**config.mk**
```make
export PLATFORM = sky130hd
export DESIGN_NAME = tv_qualifier
export DESIGN_NICKNAME = d
export VERILOG_FILES = /design/src/rtl/tvq_pkg.sv /design/src/rtl/tvq_lfsr.sv /design/src/rtl/tvq_detect.sv /design/src/rtl/tvq_store.sv /design/src/rtl/tv_qualifier.sv
export SDC_FILE = /design/constraint.sdc
export NUM_CORES = 2
export LEC_CHECK = 0
export ABC_CLOCK_PERIOD_IN_PS = 7770
export BUFFER_PORTS_ARGS = -buffer_cell sky130_fd_sc_hd__buf_2
export CELL_PAD_IN_SITES_DETAIL_PLACEMENT = 0
export CELL_PAD_IN_SITES_GLOBAL_PLACEMENT = 1
export CORE_AREA = 2 2 632 634
export DETAILED_ROUTE_END_ITERATION = 16
export DIE_AREA = 0 0 634 636
export PLACE_DENSITY_LB_ADDON = 0.1
export SLEW_MARGIN = 40
export SYNTH_ARGS = -nofsm -noshare
export SYNTH_HDL_FRONTEND = slang
export SYNTH_SLANG_ARGS = --single-unit
```
**constraint.sdc**
```tcl
create_clock -name clk -period 7.77 [get_ports clk]
set_input_delay 0.3885 -clock clk [delete_from_list [all_inputs] [get_ports clk]]
set_output_delay 0.3885 -clock clk [all_outputs]
set_load 0.02 [all_outputs]
```
**src/rtl/tvq_pkg.sv**
```systemverilog
package tvq_pkg;
  typedef enum logic [1:0] {
    ST_IDLE = 2'd0,
    ST_RUN  = 2'd1,
    ST_DONE = 2'd2
  } tvq_state_e;

  localparam logic [35:0] TVQ_SEED = 36'hF59611D09;
endpackage

```
**src/rtl/tvq_lfsr.sv**
```systemverilog
module tvq_lfsr #(
  parameter int          W    = 36,
  parameter logic [W-1:0] SEED = '1
) (
  input  logic         clk,
  input  logic         rst,
  input  logic         load,
  input  logic         step,
  output logic [W-1:0] q
);
  logic [W-1:0] nxt;

  always_comb nxt = {q[W-2:0], q[W-1] ^ q[W-2]};

  always_ff @(posedge clk) begin
    if (rst || load) q <= SEED;
    else if (step)   q <= nxt;
  end
endmodule

```
**src/rtl/tvq_detect.sv**
```systemverilog
module tvq_detect #(
  parameter int N_COPIES = 4,
  parameter int OUT_W    = 2,
  parameter int SP_W     = 3
) (
  input  logic [OUT_W-1:0]          ref_r,
  input  logic [N_COPIES*OUT_W-1:0] cut_r,
  output logic [N_COPIES-1:0]       flags,
  output logic [SP_W-1:0]           hits
);
  genvar gi;
  generate
    for (gi = 0; gi < N_COPIES; gi++) begin : g_copy
      assign flags[gi] = |(ref_r ^ cut_r[gi*OUT_W +: OUT_W]);
    end
  endgenerate

  always_comb begin
    hits = '0;
    for (int i = 0; i < N_COPIES; i++) hits = hits + SP_W'(flags[i]);
  end
endmodule

```
**src/rtl/tvq_store.sv**
```systemverilog
module tvq_store #(
  parameter int ROWS   = 100,
  parameter int ROW_W  = 40,
  parameter int ADDR_W = 7
) (
  input  logic              clk,
  input  logic              we,
  input  logic [ADDR_W-1:0] waddr,
  input  logic [ROW_W-1:0]  wdata,
  input  logic [ADDR_W-1:0] raddr,
  output logic [ROW_W-1:0]  rdata
);
  logic [ROW_W-1:0] mem [ROWS];

  always_ff @(posedge clk) begin
    if (we) mem[waddr] <= wdata;
    rdata <= mem[raddr];
  end
endmodule

```
**src/rtl/tv_qualifier.sv**
```systemverilog
module tv_qualifier #(
  parameter int PAT_W      = 36,
  parameter int N_COPIES   = 4,
  parameter int OUT_W      = 2,
  parameter int KEEP_MAX   = 100,
  parameter int APPLIED_W  = 20,
  localparam int SP_W      = $clog2(N_COPIES + 1),
  localparam int CNT_W     = $clog2(KEEP_MAX + 1),
  localparam int ADDR_W    = $clog2(KEEP_MAX),
  localparam int ROW_W     = PAT_W + N_COPIES
) (
  input  logic                      clk,
  input  logic                      rst,
  input  logic                      start,
  input  logic [SP_W-1:0]           setpoint,
  output logic [PAT_W-1:0]          pat_o,
  input  logic [OUT_W-1:0]          ref_resp,
  input  logic [N_COPIES*OUT_W-1:0] cut_resp,
  output logic                      running,
  output logic                      done,
  output logic [CNT_W-1:0]          kept_cnt,
  output logic [APPLIED_W-1:0]      applied_cnt,
  input  logic [ADDR_W-1:0]         rd_addr,
  output logic [ROW_W-1:0]          rd_data
);
  import tvq_pkg::*;

  tvq_state_e               state;
  logic [SP_W-1:0]          sp_q;
  logic                     s1_valid;
  logic [PAT_W-1:0]         s1_pat;
  logic [OUT_W-1:0]         s1_ref;
  logic [N_COPIES*OUT_W-1:0] s1_cut;
  logic [N_COPIES-1:0]      flags;
  logic [SP_W-1:0]          hits;
  logic                     go, qualify, last_keep, lfsr_step;

  assign go        = start && (state != ST_RUN);
  assign qualify   = s1_valid && (hits >= sp_q);
  assign last_keep = qualify && (kept_cnt == CNT_W'(KEEP_MAX - 1));
  assign lfsr_step = (state == ST_RUN) && !last_keep;

  tvq_lfsr #(.W(PAT_W), .SEED(PAT_W'(TVQ_SEED))) u_lfsr (
    .clk (clk),
    .rst (rst),
    .load(go),
    .step(lfsr_step),
    .q   (pat_o)
  );

  always_ff @(posedge clk) begin
    if (rst) begin
      s1_valid <= 1'b0;
      s1_pat   <= '0;
      s1_ref   <= '0;
      s1_cut   <= '0;
    end else begin
      s1_valid <= lfsr_step;
      s1_pat   <= pat_o;
      s1_ref   <= ref_resp;
      s1_cut   <= cut_resp;
    end
  end

  tvq_detect #(.N_COPIES(N_COPIES), .OUT_W(OUT_W), .SP_W(SP_W)) u_detect (
    .ref_r(s1_ref),
    .cut_r(s1_cut),
    .flags(flags),
    .hits (hits)
  );

  always_ff @(posedge clk) begin
    if (rst) begin
      state       <= ST_IDLE;
      sp_q        <= '0;
      kept_cnt    <= '0;
      applied_cnt <= '0;
    end else if (go) begin
      state       <= ST_RUN;
      sp_q        <= setpoint;
      kept_cnt    <= '0;
      applied_cnt <= '0;
    end else if (state == ST_RUN) begin
      if (s1_valid) applied_cnt <= applied_cnt + 1'b1;
      if (qualify)  kept_cnt    <= kept_cnt + 1'b1;
      if (last_keep) state      <= ST_DONE;
    end
  end

  assign running = (state == ST_RUN);
  assign done    = (state == ST_DONE);

  tvq_store #(.ROWS(KEEP_MAX), .ROW_W(ROW_W), .ADDR_W(ADDR_W)) u_store (
    .clk  (clk),
    .we   (qualify),
    .waddr(kept_cnt[ADDR_W-1:0]),
    .wdata({flags, s1_pat}),
    .raddr(rd_addr),
    .rdata(rd_data)
  );
endmodule

```
==> results.yml <==
floorplanning:
  core_um2: 397000
  io_pins: 128
  die_h_um: 636
  rows: 232
  initial_core_util_pct: 39.7
  die-area_um2: 403000
  dieWidth_um: 634
placed_design:
  dp_cells: 12500
  portBuffers: 127
  dpl-instance-area_um2: 168000
  hpwl_mm: 347
  gp_congestion: 0.846
timing:
  fin_crit_sh_pct: 76.8
  fmax_ghz: 0.168
  post-route-min-period_ps: 5970
  hold_viol_final: 0
  slew-limit-headroom_pct: 35.2
  finalSetupViolCount: 0
  tns_ps: 0
  rsz0062_at_grt: "no"
  fin_worst_skew_ps: 65.6
  tightest_slew_ps: 972
  maxSlewViolCount: 0
grt:
  grt_max_degree: 90
  grt_pass1_wl_mm: 724
  grt-ovfl-total: 0
  grt_pass1_vias: 78600
  antenna_found_initial: 64
  grtUsageTotal_pct: 26.8
finish:
  n_fill_cell: 33300
  finalInstanceArea_um2: 183000
  seqCellArea_um2: 123000
  multi_input_area_um2: 33200
  layout-drive-gt1-share_pct: 29.2
  nets: 7780
  fin_util_pct: 46.0
  instances_no_fill: 13400
  syn_to_final_growth_pct: 15.7
power:
  power_mw: 48.4
  vdd_drop_max_mv: 0.203
  power_density_nw_per_um2: 265
  leakage_nw: 58.4
flow_run:
  cap_violations: 0
worst_setup_path:
  cp.arrival_ps: 6550
  critPathLaunchType: "flop"
  cp_max_fo: 38
  worstSetupEndpointType: "flop"
  worstSetupPathType: "flop to flop"
  crit_required_ps: 8350
  rrSetupSlack_ps: 1800
clocking:
  htreeDepth: 5
  clockBufferDepth: 4
  cts_root_buf: "clkbuf_16"
  worstSkewPairLatency_ps: 1000
  clock_sinks: 4155
  cts.clk_slew.worst_paths_ps: 60
  cts_tree: "yes"
  cts_made_buffers: 445
synthesis:
  synth_flop_cell: "edfxtp_1"
  yosysWarnings: 0
  ys_ff_latch: 4155
  yosys.area.top_type_share_pct: 76.1
  avgSynthCellArea_um2: 22.0
  yosysSeqAreaShare_pct: 78.1
  synth_nets: 7203
  synth_area_leader_cell: "edfxtp_1"
  synthCells: 7172
  synth_cell_types: 68
  async_reset_ff_share_pct: 0
  syn-cell-area_um2: 158000
  synth_edf_count: 4000
  ys_top_cells_by_area: "edfxtp_1 (76%), mux4_2 (14%), dfxtp_1 (2.0%)"
route:
  via_per_inst: 5.98
  antenna_left: 0
  drt_iter0_drc: 10800
  first_pass_iters: 6
  routed_wl_mm: 544
  vias: 80200
  drc: 0
  wl_per_cell_um: 40.5
hold_path:
  hp-class: "input port to flop"
run_status:
  status: "complete, no violations"
cells by family after synthesis:
group,synth area share (%)
AOI/OAI and AO/OA,2.54
DFF,78.1
xor gates and xnor gates,0.155
and+or+nand+nor,2.23
buffers and inverters,1.64
adders and majority gates,0.0682
muxes,15.3
report_power, final:
part | internal, mW | switching [mW] | leakage [nW]
sequential | 24.6 | 0.210 | 38.4
clock | 11.9 | 8.96 | 7.00
combinational | 0.805 | 1.83 | 12.9
cells in the final DEF, fill, tap and decap left out, types with 20 or more instances in the layout:
| cell | n |
|---|---|
| edfxtp_1 | 4000 |
| mux4_2 | 977 |
| clkbuf_16 | 450 |
| buf_4 | 293 |
| nand2_1 | 230 |
| mux2i_1 | 189 |
| a22oi_1 | 132 |
| buf_2 | 120 |
| dfxtp_1 | 118 |
| a21oi_1 | 112 |
| nor2_4 | 105 |
| nor2_1 | 96 |
| o22ai_1 | 94 |
| clkbuf_1 | 94 |
| clkinv_1 | 91 |
| nand3_1 | 90 |
| clkinv_2 | 90 |
| nor2b_1 | 76 |
| o21ai_0 | 62 |
| buf_12 | 52 |
| a211oi_1 | 38 |
| dfxtp_4 | 36 |
| nor3_1 | 33 |
| bufinv_16 | 33 |
| dlygate4sd3_1 | 33 |
| diode_2 | 32 |
| a31oi_1 | 27 |
| clkbuf_8 | 24 |
| buf_6 | 22 |
| nand4_1 | 20 |
repair_timing:
item | CTS | global route
resized for setup | 0 | 0
hold endpoints to repair | 69 | 0
hold buffers | 33 | 0
buffers inserted | 0 | 0
per-layer routing:
layer	up-vias	track usage, %	share of wire, %
met5	-	0	0.013
met4	10	8.10	3.4
met3	645	4.69	7.9
met2	3733	42.7	48
met1	44400	37.7	41
li1	31400	-	-
worst paths after layout:
path / startpoint / to / cells past startpoint
max: s1_ref[0]$_SDFF_PP0_ / u_store.mem[45][16]$_DFFE_PP_ / 14
min: rd_addr[6] / u_store.rdata[38]$_DFF_P_ / 3
max reg2reg: s1_ref[0]$_SDFF_PP0_ / u_store.mem[45][16]$_DFFE_PP_ / 14
min reg2reg: u_lfsr.q[1]$_SDFFE_PP0P_ / s1_pat[1]$_SDFF_PP0_ / 1
synth_stat cells, types with 14 or more instances:
master    number
a211oi_1      50
a21oi_1      116
a22oi_1      134
a31oi_1       27
buf_1         17
buf_2         95
buf_4        159
buf_6         34
clkbuf_1     113
dfxtp_1      155
edfxtp_1    4000
mux2_2        14
mux2i_1      196
mux4_2       977
nand2_1      241
nand2b_1      18
nand3_1       96
nand4_1       20
nor2_1       207
nor2b_1       87
nor3_1        37
o211ai_1      17
o21ai_0       71
o22ai_1       94
xnor2_1       17
worst max-delay path: stages (launching register included):
cell	delay (ps)
dfxtp_1	370
xnor2_1	280
nand2_4	380
ha_1	500
fa_1	410
ha_1	330
ha_1	300
a21o_1	110
a21oi_1	80
buf_4	210
nor3b_1	520
nand2_1	410
buf_4	420
nor2_4	510
buf_4	590
state kept, by name, indices dropped and copies added, names as in the netlist:
name and flops:
u_store.mem 4000, u_store.rdata 40, s1_pat 36, u_lfsr.q 36
applied_cnt 20, s1_cut 8, kept_cnt 7, sp_q 3
s1_ref 2, state 2, s1_valid 1
final cells by class:
type                    count  area share [%]
diodes                     32          0.0439
clock buffers             569            6.55
clock inverters           252            1.28
inverters                  11          0.0240
multi-input cells        2588            18.2
flip-flops and latches   4155            67.6
well taps                5265            3.61
repair buffers            548            2.73
metrics by stage:
stage                     hold slack (ps)  setup slack [ps]
final                                 136              1800
after global routing                 80.7              1510
after CTS                            47.1              1630
after detailed placement              456              1730
after global placement                460              1560
after floorplan                       436              1310
(Power assumes the default switching activity.)
